[config.mk]
export PLATFORM = sky130hd
export DESIGN_NAME = adc_scan_ctrl
export DESIGN_NICKNAME = d
export VERILOG_FILES = /design/src/rtl/adc_scan_pkg.sv /design/src/rtl/adc_scan_fsm.sv /design/src/rtl/adc_scan_dp.sv /design/src/rtl/adc_scan_ctrl.sv
export SDC_FILE = /design/constraint.sdc
export NUM_CORES = 1
export LEC_CHECK = 0
export ABC_AREA = 0
export BUFFER_PORTS_ARGS = -buffer_cell sky130_fd_sc_hd__buf_4
export CAP_MARGIN = 30
export CORE_UTILIZATION = 55
export CTS_CLUSTER_SIZE = 12
export DETAILED_ROUTE_END_ITERATION = 10
export PLACE_DENSITY = 0.77
export SYNTH_ARGS = -nofsm -noshare
export SYNTH_HDL_FRONTEND = slang
export SYNTH_SLANG_ARGS = --single-unit
export TNS_END_PERCENT = 1
[constraint.sdc]
create_clock -name clk -period 4.27 [get_ports clk]
set_input_delay 0.2135 -clock clk [delete_from_list [all_inputs] [get_ports clk]]
set_output_delay 0.2135 -clock clk [all_outputs]
set_load 0.1 [all_outputs]
[src/rtl/adc_scan_pkg.sv]
package adc_scan_pkg;

  typedef enum logic [3:0] {
    ST_IDLE,
    ST_SETUP,
    ST_LATCH,
    ST_HOLD,
    ST_START,
    ST_WAIT_LO,
    ST_WAIT_HI,
    ST_READ,
    ST_GAP
  } scanState_t;

  // strobes from sequencer to datapath
  typedef struct packed {
    logic selNext;   // load next enabled channel
    logic selFirst;  // search from channel 0 instead of current+1
    logic capture;   // store bus value for current channel
    logic timeout;   // conversion abandoned
  } scanStrb_t;

  function automatic int imax(input int a, input int b);
    return (a > b) ? a : b;
  endfunction

endpackage

[src/rtl/adc_scan_fsm.sv]
module adc_scan_fsm
  import adc_scan_pkg::*;
#(
  parameter int ADDR_SETUP_CYC = 3,
  parameter int ALE_HIGH_CYC   = 10,
  parameter int ADDR_HOLD_CYC  = 3,
  parameter int START_HIGH_CYC = 10,
  parameter int OE_ACCESS_CYC  = 13,
  parameter int OE_RELEASE_CYC = 13,
  parameter int TIMEOUT_CYC    = 6000
) (
  input  logic      clk,
  input  logic      rstN,
  input  logic      scanEn,
  input  logic      anyEn,
  input  logic      eocSync,
  output scanStrb_t strb,
  output logic      adcAle,
  output logic      adcStart,
  output logic      adcOe
);

  localparam int MAXC = imax(imax(imax(ADDR_SETUP_CYC, ALE_HIGH_CYC), imax(ADDR_HOLD_CYC, START_HIGH_CYC)),
                             imax(imax(OE_ACCESS_CYC, OE_RELEASE_CYC), TIMEOUT_CYC));
  localparam int CW = $clog2(MAXC + 1);
  localparam logic [CW-1:0] SETUP_LAST = CW'(ADDR_SETUP_CYC - 1);
  localparam logic [CW-1:0] ALE_LAST   = CW'(ALE_HIGH_CYC - 1);
  localparam logic [CW-1:0] HOLD_LAST  = CW'(ADDR_HOLD_CYC - 1);
  localparam logic [CW-1:0] START_LAST = CW'(START_HIGH_CYC - 1);
  localparam logic [CW-1:0] ACC_LAST   = CW'(OE_ACCESS_CYC - 1);
  localparam logic [CW-1:0] REL_LAST   = CW'(OE_RELEASE_CYC - 1);
  localparam logic [CW-1:0] TMO_LAST   = CW'(TIMEOUT_CYC - 1);

  scanState_t st, nxt;
  logic [CW-1:0] cnt;
  logic keepCnt;

  always_comb begin
    nxt     = st;
    strb    = '0;
    keepCnt = 1'b0;
    case (st)
      ST_IDLE: if (scanEn && anyEn) begin
        nxt = ST_SETUP;
        strb.selNext  = 1'b1;
        strb.selFirst = 1'b1;
      end
      ST_SETUP: if (cnt == SETUP_LAST) nxt = ST_LATCH;
      ST_LATCH: if (cnt == ALE_LAST)   nxt = ST_HOLD;
      ST_HOLD:  if (cnt == HOLD_LAST)  nxt = ST_START;
      ST_START: if (cnt == START_LAST) nxt = ST_WAIT_LO;
      ST_WAIT_LO: begin
        // a flag still high here belongs to the previous conversion
        if (!eocSync) begin
          nxt     = ST_WAIT_HI;
          keepCnt = 1'b1;
        end else if (cnt >= TMO_LAST) begin
          nxt = ST_GAP;
          strb.timeout = 1'b1;
        end
      end
      ST_WAIT_HI: begin
        if (eocSync) nxt = ST_READ;
        else if (cnt >= TMO_LAST) begin
          nxt = ST_GAP;
          strb.timeout = 1'b1;
        end
      end
      ST_READ: if (cnt == ACC_LAST) begin
        nxt = ST_GAP;
        strb.capture = 1'b1;
      end
      ST_GAP: if (cnt == REL_LAST) begin
        if (scanEn && anyEn) begin
          nxt = ST_SETUP;
          strb.selNext = 1'b1;
        end else begin
          nxt = ST_IDLE;
        end
      end
      default: nxt = ST_IDLE;
    endcase
  end

  always_ff @(posedge clk) begin
    if (!rstN) begin
      st  <= ST_IDLE;
      cnt <= '0;
    end else begin
      st <= nxt;
      if (st == ST_IDLE || (nxt != st && !keepCnt)) cnt <= '0;
      else cnt <= cnt + 1'b1;
    end
  end

  assign adcAle   = (st == ST_LATCH);
  assign adcStart = (st == ST_START);
  assign adcOe    = (st == ST_READ);

endmodule

[src/rtl/adc_scan_dp.sv]
module adc_scan_dp
  import adc_scan_pkg::*;
#(
  parameter int ADDR_W = 3,
  parameter int DATA_W = 8,
  parameter int NCH    = 2 ** ADDR_W
) (
  input  logic              clk,
  input  logic              rstN,
  input  scanStrb_t         strb,
  input  logic [NCH-1:0]    chanMask,
  input  logic              adcEoc,
  input  logic [DATA_W-1:0] adcData,
  input  logic [ADDR_W-1:0] rdIdx,
  output logic              eocSync,
  output logic              anyEn,
  output logic [ADDR_W-1:0] adcAddr,
  output logic [DATA_W-1:0] rdData,
  output logic              resDone,
  output logic [ADDR_W-1:0] resChan,
  output logic              tmoErr
);

  logic [1:0]        eocPipe;
  logic [ADDR_W-1:0] curChan, base, pick, probe;
  logic              found;
  logic [DATA_W-1:0] regOut [NCH];

  always_ff @(posedge clk) begin
    if (!rstN) eocPipe <= 2'b11;
    else       eocPipe <= {eocPipe[0], adcEoc};
  end
  assign eocSync = eocPipe[1];
  assign anyEn   = |chanMask;

  // first enabled channel at or after base, cyclic
  always_comb begin
    base  = strb.selFirst ? '0 : curChan + 1'b1;
    pick  = curChan;
    found = 1'b0;
    probe = '0;
    for (int i = 0; i < NCH; i++) begin
      probe = base + ADDR_W'(i);
      if (!found && chanMask[probe]) begin
        pick  = probe;
        found = 1'b1;
      end
    end
  end

  always_ff @(posedge clk) begin
    if (!rstN) begin
      curChan <= '0;
      resDone <= 1'b0;
      tmoErr  <= 1'b0;
      resChan <= '0;
    end else begin
      if (strb.selNext && found) curChan <= pick;
      resDone <= strb.capture;
      tmoErr  <= strb.timeout;
      if (strb.capture || strb.timeout) resChan <= curChan;
    end
  end

  for (genvar g = 0; g < NCH; g++) begin : gRes
    logic [DATA_W-1:0] q;
    always_ff @(posedge clk) begin
      if (!rstN) q <= '0;
      else if (strb.capture && curChan == ADDR_W'(g)) q <= adcData;
    end
    assign regOut[g] = q;
  end

  assign adcAddr = curChan;
  assign rdData  = regOut[rdIdx];

endmodule

[src/rtl/adc_scan_ctrl.sv]
module adc_scan_ctrl
  import adc_scan_pkg::*;
#(
  parameter int ADDR_W         = 3,
  parameter int DATA_W         = 8,
  parameter int ADDR_SETUP_CYC = 3,
  parameter int ALE_HIGH_CYC   = 10,
  parameter int ADDR_HOLD_CYC  = 3,
  parameter int START_HIGH_CYC = 10,
  parameter int OE_ACCESS_CYC  = 13,
  parameter int OE_RELEASE_CYC = 13,
  parameter int TIMEOUT_CYC    = 6000,
  localparam int NCH           = 2 ** ADDR_W
) (
  input  logic              clk,
  input  logic              rstN,
  input  logic              scanEn,
  input  logic [NCH-1:0]    chanMask,
  output logic [ADDR_W-1:0] adcAddr,
  output logic              adcAle,
  output logic              adcStart,
  output logic              adcOe,
  input  logic              adcEoc,
  input  logic [DATA_W-1:0] adcData,
  input  logic [ADDR_W-1:0] rdIdx,
  output logic [DATA_W-1:0] rdData,
  output logic              resDone,
  output logic [ADDR_W-1:0] resChan,
  output logic              tmoErr
);

  scanStrb_t strb;
  logic eocSync, anyEn;

  adc_scan_fsm #(
    .ADDR_SETUP_CYC(ADDR_SETUP_CYC), .ALE_HIGH_CYC(ALE_HIGH_CYC),
    .ADDR_HOLD_CYC(ADDR_HOLD_CYC), .START_HIGH_CYC(START_HIGH_CYC),
    .OE_ACCESS_CYC(OE_ACCESS_CYC), .OE_RELEASE_CYC(OE_RELEASE_CYC),
    .TIMEOUT_CYC(TIMEOUT_CYC)
  ) uFsm (
    .clk(clk), .rstN(rstN), .scanEn(scanEn), .anyEn(anyEn), .eocSync(eocSync),
    .strb(strb), .adcAle(adcAle), .adcStart(adcStart), .adcOe(adcOe)
  );

  adc_scan_dp #(.ADDR_W(ADDR_W), .DATA_W(DATA_W), .NCH(NCH)) uDp (
    .clk(clk), .rstN(rstN), .strb(strb), .chanMask(chanMask),
    .adcEoc(adcEoc), .adcData(adcData), .rdIdx(rdIdx),
    .eocSync(eocSync), .anyEn(anyEn), .adcAddr(adcAddr), .rdData(rdData),
    .resDone(resDone), .resChan(resChan), .tmoErr(tmoErr)
  );

endmodule

Yosys cells after proc, flatten, opt, wreduce, memory -nomap -nowiden
Cells that the tools add are included.
Widths: inputs -> output; s select.
{ "classes": {"add_sub_neg": 9, "n_lt_le_gt_ge": 10, "eq_ne": 19, "muxes": 61, "bitwise_logic": 2, "reduce_logical": 34} }
{ "ops": {"columns": ["cell", "n"], "rows": [
  ["$mux 4", 10],
  ["$pmux 4 s9", 1],
  ["$lt 3x4->1 const B", 8],
  ["$mux 1", 27],
  ["$mux 3", 9],
  ["$eq 13x4->1 const B", 2],
  ["$bmux 1 s3", 8],
  ["$bmux 8 s3", 1],
  ["$logic_and 1x1->1", 18],
  ["$eq 4x3->1 const B", 4],
  ["$mux 8", 2],
  ["$add 13x1->13 const B", 1],
  ["$eq 13x2->1 const B", 1],
  ["$ge 13x13->1 const B", 1],
  ["$add 3x3->3 const B", 4],
  ["$eq 3x3->1 const B", 4],
  ["$eq 4x2->1 const B", 2],
  ["$logic_not 1->1", 8],
  ["$reduce_bool 8->1", 1],
  ["$reduce_or 8->1", 1],
  ["$add 3x1->3 const B", 2],
  ["$add 3x2->3 const B", 2],
  ["$eq 3x2->1 const B", 2],
  ["$eq 4x1->1 const B", 1],
  ["other kinds (13)", 15]
]} }
{ "totals": {"regBits": 91, "out_inout_bits": 19, "word_cells": 150} }

Longest topological paths before layout
Gate-level depths: netlist of the first run.
{ "logic_depth": {"ltp_word": 31, "mapped_depth": 17, "depth_no_buf": 14} }

Cells and area by module
Synthesis of the first run repeated with hierarchy kept, for this count alone.
{ "unflattened": {"hier_cells": 621, "hier_area_um2": 5609.1} }
{ "by_module_without_submodules": {"columns": ["mod", "n_inst", "cells_each", "area_each_um2", "seq_area_each_um2"], "rows": [
  ["adc_scan_dp", 1, 477, 4370.4, 1481.4],
  ["adc_scan_fsm", 1, 144, 1238.7, 340.3]
]} }

Worst setup path after synthesis of the first run
No wires, ideal clock.
{ "synth_path": {"path_kind": "register to register", "startpoint": "register uDp.curChan[0], in the netlist uDp.adcAddr[0]", "endpoint": "register uDp.curChan[1], in the netlist uDp.adcAddr[1]", "setup_time_ps": 70, "t_arrival_ps": 4912, "setup_slack_ps": -712, "path_stages_with_launch": 17, "period_less_slack_ps": 4982, "path_cell_list": "dfxtp_1 -> inv_1 -> clkbuf_1 -> ha_1 -> buf_1 -> clkbuf_1 -> nand2_1 -> ha_1 -> inv_1 -> a2111oi_0 -> a211oi_4 -> mux2i_1 -> a211o_1 -> or3_4 -> a21o_1 -> a221o_1 -> a21oi_1"} }
{ "synth_between": {"elab_chain_cells": 28, "word_cells_on_any_way": 58, "classes_between": "add/sub (8); mux (33); reduce/logical (17)"} }
{ "synth_lines": {"columns": ["item", "line_no", "text"], "rows": [
  ["start, declared", "adc_scan_dp.sv:25", "logic [ADDR_W-1:0] curChan, base, pick, probe;"],
  ["start signal, assigned", "adc_scan_dp.sv:58", "if (strb.selNext && found) curChan <= pick;"],
  ["$add 3x1->3 (*)", "adc_scan_dp.sv:38", "base = strb.selFirst ? '0 : curChan + 1'b1;"],
  ["$mux 3 (*)", "adc_scan_dp.sv:38", null],
  ["parallel branches: the longest is 26 deep, another holds $add 3x1->3", null, null]
]} }
Mark *: on every way between the ends. The select of a mux whose other input is x is not followed.
A chain may end at the register's enable or synchronous reset.

Worst setup path after layout of the first run
{ "layout_path": {"startpoint": "register uFsm.st[1]", "endpoint": "register uDp.curChan[1], in the netlist uDp.adcAddr[1]"} }
{ "layout_between": {"elab_chain_cells": 29, "word_cells_on_any_way": 61, "classes_between": "add/sub (7); eq/ne (1); mux (35); reduce/logical (18)"} }
{ "layout_lines": {"columns": ["item", "line_no", "text"], "rows": [
  ["start, declared", "adc_scan_fsm.sv:34", "scanState_t st, nxt;"],
  ["start signal, assigned", "adc_scan_fsm.sv:90", "st <= nxt;"],
  ["parallel branches: the longest is 29 deep, another holds $add 3x1->3", null, null]
]} }
Parallel ways; which one is timed is not known. The select of a mux whose other input is x is not followed.

==> results.toml, run 1 <==
[outcome]
status = "completed"

[sta]
finalCriticalPeriod_ns = 3.84
finalClockSkew_ns = 0.0106
drv_slew = 0
hold_viol = 0
max_clock_freq_mhz = 260
fin_crit_sh = 0.899
rsz0062_at_grt = "no"
relSlewSlack = 0.319
tns_ns = 0
worst_pin_slew_ns = 1.02
finalSetupViolCount = 0
hold_ws_ns = 0.0288

[critical_path]
path_max_fanout = 5
critPathSlowestCell = "or4b_4"
crit_chain = "or4b_4 -> a211o_1 -> nand2_1 -> ha_1 -> inv_1 -> a2111oi_1 -> a211oi_4 -> mux2i_1 -> a211o_1 -> or3_4 -> a21o_1 -> a221o_1 -> a21oi_1"
start_kind = "register"
path_class = "register to register"
crit_top_cell = "a211o_1"
end_kind = "register"
crit_required_ns = 4.57
cp_slowest_stage_delay_ns = 0.56
crit_arrival_ns = 4.14

[synth]
ys_ff_latch = 91
syn_nets = 659
synthArstFlopShare = 0
ys_top_cells_by_count = "91 x dfxtp_1, 61 x mux2i_1, 54 x nor2b_1, 46 x clkbuf_1, 40 x nor2_1"
ys_seq_area_frac = 0.326
synth.most_common_cell = "dfxtp_1"
synthFlopType = "dfxtp_1"
synth.area.top_cells = "dfxtp_1 33%, mux2i_1 11%, mux4_2 7.3%, nor2b_1 6.0%, clkbuf_1 3.1%"
ys_warn_count = 0
yosys.area.top_type_share = 0.326
synth.distinct_cells = 65
synth_top_cell_by_area = "dfxtp_1"
synth_edf_count = 0
avgSynthCellArea_um2 = 8.94
syn_area_um2 = 5590
syn_inst = 625

[detailed_routing]
ant_nets = 0
drc_errors = 0
vias = 4644
firstDrtPassIters = 4
first_iter_violations = 205
detail_route.wirelength.met1_um = 5960
routed_wl_um = 13300
dr_wl_met2_um = 6400
met3RoutedLength_um = 672
vias_per_cell = 6.00
top_layer = "met4"
wl_per_cell_um = 17.2

[grt]
grt_overflow = 0
gr-usage-all-layers = 0.266
grt_max_degree = 79
grt_pass1_vias = 4408
antenna_found_initial = 0
grt_pass1_wl_um = 21600

[cts]
htreeDepth = 3
post_cts_resized = 0
cts-root-buf = "clkbuf_8"
cts_buffers = 9
cts_tree = "yes"
clock_path_buffers = 2
clkTransAtPathRegs_ns = 0.10
cts_setup_buffers = 0
holdBufCountCts = 0
cts_sinks = 91
insertion_delay_ns = 0.37

[floorplan]
rows = 36
fp.coreArea_um2 = 9820
io_pins = 42
fp.dieH_um = 103
die_width_um = 103
initial_core_util = 0.569
dieArea_um2 = 10600

[finish]
fin_nets = 670
diodes = 0
syn_to_final_growth_pct = 10.1
drive_above_1_share = 0.175

[placement]
routabilityCongestion = 0.930
portBuffers = 41
place_hpwl_um = 9260

[pwr]
p_leak_nw = 2.35
peakVddDrop_v = 0.000269
powerDensity_nw_per_um2 = 373

[job]
maxCapViolCount = 0

[hold_path]
hp-class = "input pin to register"
flip-flops by register name, indices dropped and copies added, names as in the netlist:
register     flops
uDp.resDone      1
uDp.eocPipe      2
uFsm.st          4
uDp.resChan      3
uDp.adcAddr      3
uDp.gRes.q      64
uDp.tmoErr       1
uFsm.cnt        13
cells in the final DEF, fill, tap and decap left out, types with 18 or more instances in the layout:
master | netlist | final
dfxtp_1 | 91 | 89
mux2i_1 | 61 | 61
nor2b_1 | 54 | 54
buf_4 | 0 | 53
nor2_1 | 40 | 40
nand2_1 | 39 | 39
nand3_1 | 29 | 29
a21oi_1 | 20 | 20
mux4_2 | 18 | 18
a21boi_0 | 18 | 18
worst max-delay path, delay by kind of cell, from the launching register on:
| kind | cells | cell delay (ns) |
|---|---|---|
| muxes | 1 | 0.20 |
| adders and majority gates | 1 | 0.19 |
| buffers and inverters | 1 | 0.06 |
| AOI/OAI and AO/OA | 7 | 1.90 |
| DFF | 1 | 0.32 |
| and+or+nand+nor | 3 | 1.11 |
routing by layer:
| layer | track usage | up-vias |
|---|---|---|
| li1 | - | 2264 |
| met1 | 0.336 | 2216 |
| met2 | 0.447 | 140 |
| met3 | 0.0590 | 24 |
| met4 | 0.0964 | 0 |
| met5 | 0 | - |
stage by stage:
| step | power (mW) | instances | cell area (µm²) | setup WS (ns) | utilization |
|---|---|---|---|---|---|
| 6_report | 2.29 | 774 | 6150 | 0.430 | 0.626 |
| 5_1_grt | 2.42 | 774 | 6150 | 0.164 | 0.626 |
| 3_3_place_gp | 1.69 | 758 | 5950 | 0.487 | 0.606 |
| 2_1_floorplan | 1.50 | 625 | 5590 | 0.0124 | - |
| 3_5_place_dp | 1.68 | 758 | 5950 | 0.432 | 0.606 |
| 4_1_cts | 2.29 | 774 | 6150 | 0.424 | 0.626 |
area by class of cell:
type | count | area (µm²)
Clock buffer | 11 | 141
Multi-Input combinational cell | 464 | 3490
Fill cell | 855 | 3670
Inverter | 17 | 63.8
Timing Repair Buffer | 53 | 398
Clock inverter | 5 | 60.1
Sequential cell | 91 | 1830
Tap cell | 133 | 166
power by group:
group	internal [mW]	switching, mW	total (mW)
combinational	0.314	0.485	0.799
sequential	0.858	0.0254	0.883
clock	0.290	0.322	0.612
total	1.46	0.832	2.29
kinds of logic (layout without fill, tap and decap cells):
| kind of cell | Yosys count | count (layout) | synth area share |
|---|---|---|---|
| buffers and inverters | 70 | 86 | 0.0499 |
| AO/OA/AOI/OAI | 123 | 123 | 0.155 |
| multiplexers | 91 | 91 | 0.206 |
| flip-flops | 91 | 91 | 0.326 |
| adder cells (fa/ha/maj) | 12 | 12 | 0.0264 |
| XOR/XNOR | 16 | 16 | 0.0251 |
| AND/OR/NAND/NOR | 222 | 222 | 0.211 |
final timing paths:
kind	to	slack, ns	from	depth (start not counted)
worst min register to register	uDp.eocPipe[1]	0.42	uDp.eocPipe[0]	1
worst min-delay path	uDp.eocPipe[0]	0.03	adcEoc	2
worst max register to register	uDp.adcAddr[1]	0.43	uFsm.st[1]	13
worst max-delay path	uDp.adcAddr[1]	0.43	uFsm.st[1]	13
No activity file was read; power rests on OpenSTA's default activity.
==> inputs of run 2 (changes only) <==
==> constraint.sdc (replaced) <==
create_clock -name clk -period 4.27 [get_ports clk]
set_input_delay 0.427 -clock clk [delete_from_list [all_inputs] [get_ports clk]]
set_output_delay 0.427 -clock clk [all_outputs]
set_load 0.1 [all_outputs]
==> results.toml, run 2 (synthesis results as in run 1) <==
[floorplan]
die_width_um = 103
rows = 36
io_pins = 42
fp.coreArea_um2 = 9820
fp.dieH_um = 103
dieArea_um2 = 10600
initial_core_util = 0.569

[job]
maxCapViolCount = 0

[cts]
post_cts_resized = 0
clock_path_buffers = 2
cts_setup_buffers = 0
cts_sinks = 91
insertion_delay_ns = 0.36
holdBufCountCts = 0
cts_tree = "yes"
clkTransAtPathRegs_ns = 0.09
cts-root-buf = "clkbuf_8"
htreeDepth = 3
cts_buffers = 9

[sta]
relSlewSlack = 0.383
finalSetupViolCount = 0
finalClockSkew_ns = 0.0151
finalCriticalPeriod_ns = 3.94
setup_ws_ns = 0.329
tns_ns = 0
drv_slew = 0
worst_pin_slew_ns = 0.921
fin_crit_sh = 0.923
hold_ws_ns = 0.244
max_clock_freq_mhz = 254
rsz0062_at_grt = "no"
hold_viol = 0

[detailed_routing]
wl_per_cell_um = 17.5
ant_nets = 0
drc_errors = 0
routed_wl_um = 13600
vias = 4647
firstDrtPassIters = 5
first_iter_violations = 242
vias_per_cell = 5.99

[pwr]
peakVddDrop_v = 0.000201
p_leak_nw = 2.35
powerDensity_nw_per_um2 = 364
total_power_mw = 2.24

[placement]
portBuffers = 41
routabilityCongestion = 0.930
dp_slack_ns = 0.269
place_hpwl_um = 9480
dp_cells = 761

[finish]
fin_nets = 673
syn_to_final_growth_pct = 9.97
diodes = 0
largest_reg_flops = 64
fill_cells = 861
layout_commonest_cell = "dfxtp_1"
drive_above_1_share = 0.179
layout_common_cells = "89 x dfxtp_1, 61 x mux2i_1, 56 x buf_4"
instances_no_fill = 776
largest-register = "uDp.gRes.q"
largest_registers = "uDp.gRes.q x64, uFsm.cnt x13, uFsm.st x4"

[critical_path]
crit_required_ns = 4.55
crit_arrival_ns = 4.23
path_class = "register to register"
start_kind = "register"
path_max_fanout = 5
end_kind = "register"

[grt]
gr-usage-all-layers = 0.275
grt_pass1_vias = 4504
grt_max_degree = 79
antenna_found_initial = 0
grt_overflow = 0
grt_pass1_wl_um = 22300

[outcome]
status = "completed"

[hold_path]
hp-class = "input pin to register"
## run 2: cell count changes in the layout (fill, tap and decap cells not counted), sizes merged
cell	change
buf	+3
clkbuf	-1
clkinv	+1
bufinv	-1
## run 2: power by group
part           switching, mW  internal [mW]
Sequential            0.0216          0.857
Combinational          0.497          0.329
Clock                  0.307          0.227
## run 2: final cells by class
cell class | instances | area [µm²] | share of cell area
Clock buffer | 10 | 138 | 0.0224
Timing Repair Buffer | 56 | 420 | 0.0684
Multi-Input combinational cell | 464 | 3490 | 0.568
Clock inverter | 5 | 36.3 | 0.00591
Tap cell | 133 | 166 | 0.0271
Sequential cell | 91 | 1830 | 0.297
Inverter | 17 | 63.8 | 0.0104
## run 2: layer usage
metal / routed length [µm] / track usage
met5: 0 / 0
met4: 325 / 0.116
met3: 684 / 0.0488
met2: 6490 / 0.449
met1: 6080 / 0.358
## run 2: worst max-delay path, cell delays in order, from the launching register on
cell and delay [ns]:
dfxtp_1 0.32, or4b_4 0.57, a211oi_2 0.26, nor2_1 0.12, inv_1 0.08, ha_1 0.18
inv_1 0.07, a2111oi_1 0.56, a211oi_4 0.08, mux2i_1 0.20, a211o_1 0.37, or3_4 0.41
a21o_1 0.16, a221o_1 0.33, a21oi_1 0.15
## run 2: metrics by stage
stage	instance area [µm²]	utilization
floorplan	5590	-
global placement	5970	0.608
detailed placement	5970	0.608
CTS	6140	0.626
global route	6140	0.626
finish	6140	0.626
## run 2: path summary, 6_finish.rpt
path	startpoint	slack [ns]	cells past startpoint	to
max reg2reg	uFsm.st[1]	0.33	14	uDp.adcAddr[1]
min	adcEoc	0.24	2	uDp.eocPipe[0]
min reg2reg	uDp.eocPipe[0]	0.43	1	uDp.eocPipe[1]
max	uFsm.st[1]	0.33	14	uDp.adcAddr[1]
==> inputs of run 3 (changes only) <==
--- a/config.mk
+++ b/config.mk
@@ -8,10 +8,11 @@
 export ABC_AREA = 0
 export BUFFER_PORTS_ARGS = -buffer_cell sky130_fd_sc_hd__buf_4
 export CAP_MARGIN = 30
-export CORE_UTILIZATION = 55
+export CORE_UTILIZATION = 25
 export CTS_CLUSTER_SIZE = 12
 export DETAILED_ROUTE_END_ITERATION = 10
-export PLACE_DENSITY = 0.77
+export GPL_TIMING_DRIVEN = 0
+export SETUP_SLACK_MARGIN = 0.4
 export SYNTH_ARGS = -nofsm -noshare
 export SYNTH_HDL_FRONTEND = slang
 export SYNTH_SLANG_ARGS = --single-unit
==> results.toml, run 3 (synthesis results as in run 1) <==
[grt]
grt_pass1_wl_um = 24300
grt_overflow = 0
grt_max_degree = 16
grt_pass1_vias = 4564
gr-usage-all-layers = 0.138
antenna_found_initial = 0

[pwr]
comb_power_share = 0.351
p_leak_nw = 2.45
p_sw_frac = 0.351
switchingPower_mw = 0.914
peakVddDrop_v = 0.000269
internal_power_mw = 1.69
power.share.sequential = 0.334
powerDensity_nw_per_um2 = 388
pwr-share-clk = 0.315

[placement]
portBuffers = 27
dp_cells = 932
routabilityCongestion = 0.872
dp_slack_ns = -0.698
place_hpwl_um = 10700

[detailed_routing]
first_iter_violations = 295
routed_wl_um = 15100
vias_per_cell = 4.94
wl_per_cell_um = 15.7
ant_nets = 0
firstDrtPassIters = 5
drc_errors = 0
vias = 4721

[sta]
setup_ws_ns = 0.411
max_clock_freq_mhz = 259
finalSetupViolCount = 0
fin_crit_sh = 0.904
worst_pin_slew_ns = 0.851
finalCriticalPeriod_ns = 3.86
relSlewSlack = 0.433
hold_viol = 0
rsz0062_at_grt = "yes"
drv_slew = 0
hold_ws_ns = 0.271
finalClockSkew_ns = 0.0112

[finish]
largest-register = "uDp.gRes.q"
largest_registers = "uDp.gRes.q x64, uFsm.cnt x13, uFsm.st x4"
register_area_um2 = 1830
final_util = 0.307
largest_reg_flops = 64
multi_input_area_um2 = 3620
instances_no_fill = 956
layout_common_cells = "88 x dfxtp_1, 59 x mux2i_1, 54 x nor2b_1"
fill_cells = 2306
fin_nets = 706
syn_to_final_growth_pct = 20.3
diodes = 0
layout_commonest_cell = "dfxtp_1"
drive_above_1_share = 0.178

[floorplan]
initial_core_util = 0.255
dieArea_um2 = 22900
fp.dieH_um = 151
fp.coreArea_um2 = 21900
io_pins = 42
die_width_um = 151
rows = 54

[critical_path]
cp_slowest_stage_delay_ns = 0.54
crit_required_ns = 4.54
worst-path-buf-inv = 5
start_kind = "register"
end_kind = "register"
path_max_fanout = 10
path_class = "register to register"
critPathSlowestCell = "or4b_4"
critPathTopFamily = "compound AO/OA/AOI/OAI gates"
crit_chain = "buf_6 -> or4b_4 -> a211o_1 -> buf_6 -> clkbuf_16 -> clkbuf_16 -> nand2_8 -> ha_4 -> inv_2 -> a2111oi_4 -> a211oi_4 -> mux2i_2 -> a211o_1 -> or3_4 -> a21o_1 -> a221o_1 -> a21oi_1"
crit_arrival_ns = 4.13

[job]
maxCapViolCount = 0

[cts]
cts_sinks = 91
cts-root-buf = "clkbuf_16"
clock_path_buffers = 2
clkTransAtPathRegs_ns = 0.07
htreeDepth = 3
cts_tree = "yes"
cts_buffers = 9
insertion_delay_ns = 0.35

[hold_path]
hp-class = "input pin to register"

[outcome]
status = "completed"
[run 3: routing by layer]
layer / wire [µm] / up-vias / global-route usage
li1: - / 2337 / -
met5: 0 / - / 0
met2: 7030 / 129 / 0.227
met1: 7180 / 2244 / 0.184
met4: 140 / 0 / 0.0280
met3: 705 / 11 / 0.0299
[run 3: area by class of cell]
cell class	instances	share of cell area
clock buffers	10	0.0356
multi-input cells	464	0.539
well taps	280	0.0521
flip-flops and latches	91	0.272
plain buffers	53	0.0423
clock inverters	5	0.00912
repair buffers	36	0.0408
inverters	17	0.00950
[run 3: power groups by stage]
stage	Combinational, mW	Sequential (mW)	Clock (mW)
final	0.914	0.872	0.822
after detailed placement	0.791	0.891	0
after global placement	0.792	0.891	0
after CTS	0.879	0.872	0.844
after global routing	0.990	0.873	0.878
after floorplan	0.574	0.928	0
[run 3: repair_timing]
item / in CTS / in global routing
pin swaps: 10 / 3
buffers inserted: 9 / 0
hold buffers: 0 / 0
gates resized for setup: 38 / 6
setup endpoints to repair: 3 / 3
[run 3: worst register-to-register path, delay by kind of cell, from the launching register on]
| kind | cells | cell delay, ns |
|---|---|---|
| AO/OA/AOI/OAI | 7 | 1.57 |
| adder cells (fa/ha/maj) | 1 | 0.13 |
| buffers and inverters | 5 | 0.59 |
| flip-flops | 1 | 0.32 |
| multiplexers | 1 | 0.20 |
| AND/OR/NAND/NOR | 3 | 0.99 |
[run 3: worst paths after layout]
kind,start,endpoint,depth (start not counted),slack [ns]
setup / recovery,uFsm.st[0],uDp.adcAddr[1],17,0.41
hold / removal,adcEoc,uDp.eocPipe[0],2,0.27
setup reg to reg,uFsm.st[0],uDp.adcAddr[1],17,0.41
hold reg to reg,uDp.eocPipe[0],uDp.eocPipe[1],1,0.41
[run 3: stage by stage]
stage	TNS, ns	total power, mW	instance area, µm²
4_1_cts	0	2.60	6700
3_3_place_gp	-1.97	1.68	6160
3_5_place_dp	-1.92	1.68	6160
6_report	0	2.61	6720
5_1_grt	0	2.74	6720
2_1_floorplan	0	1.50	5610
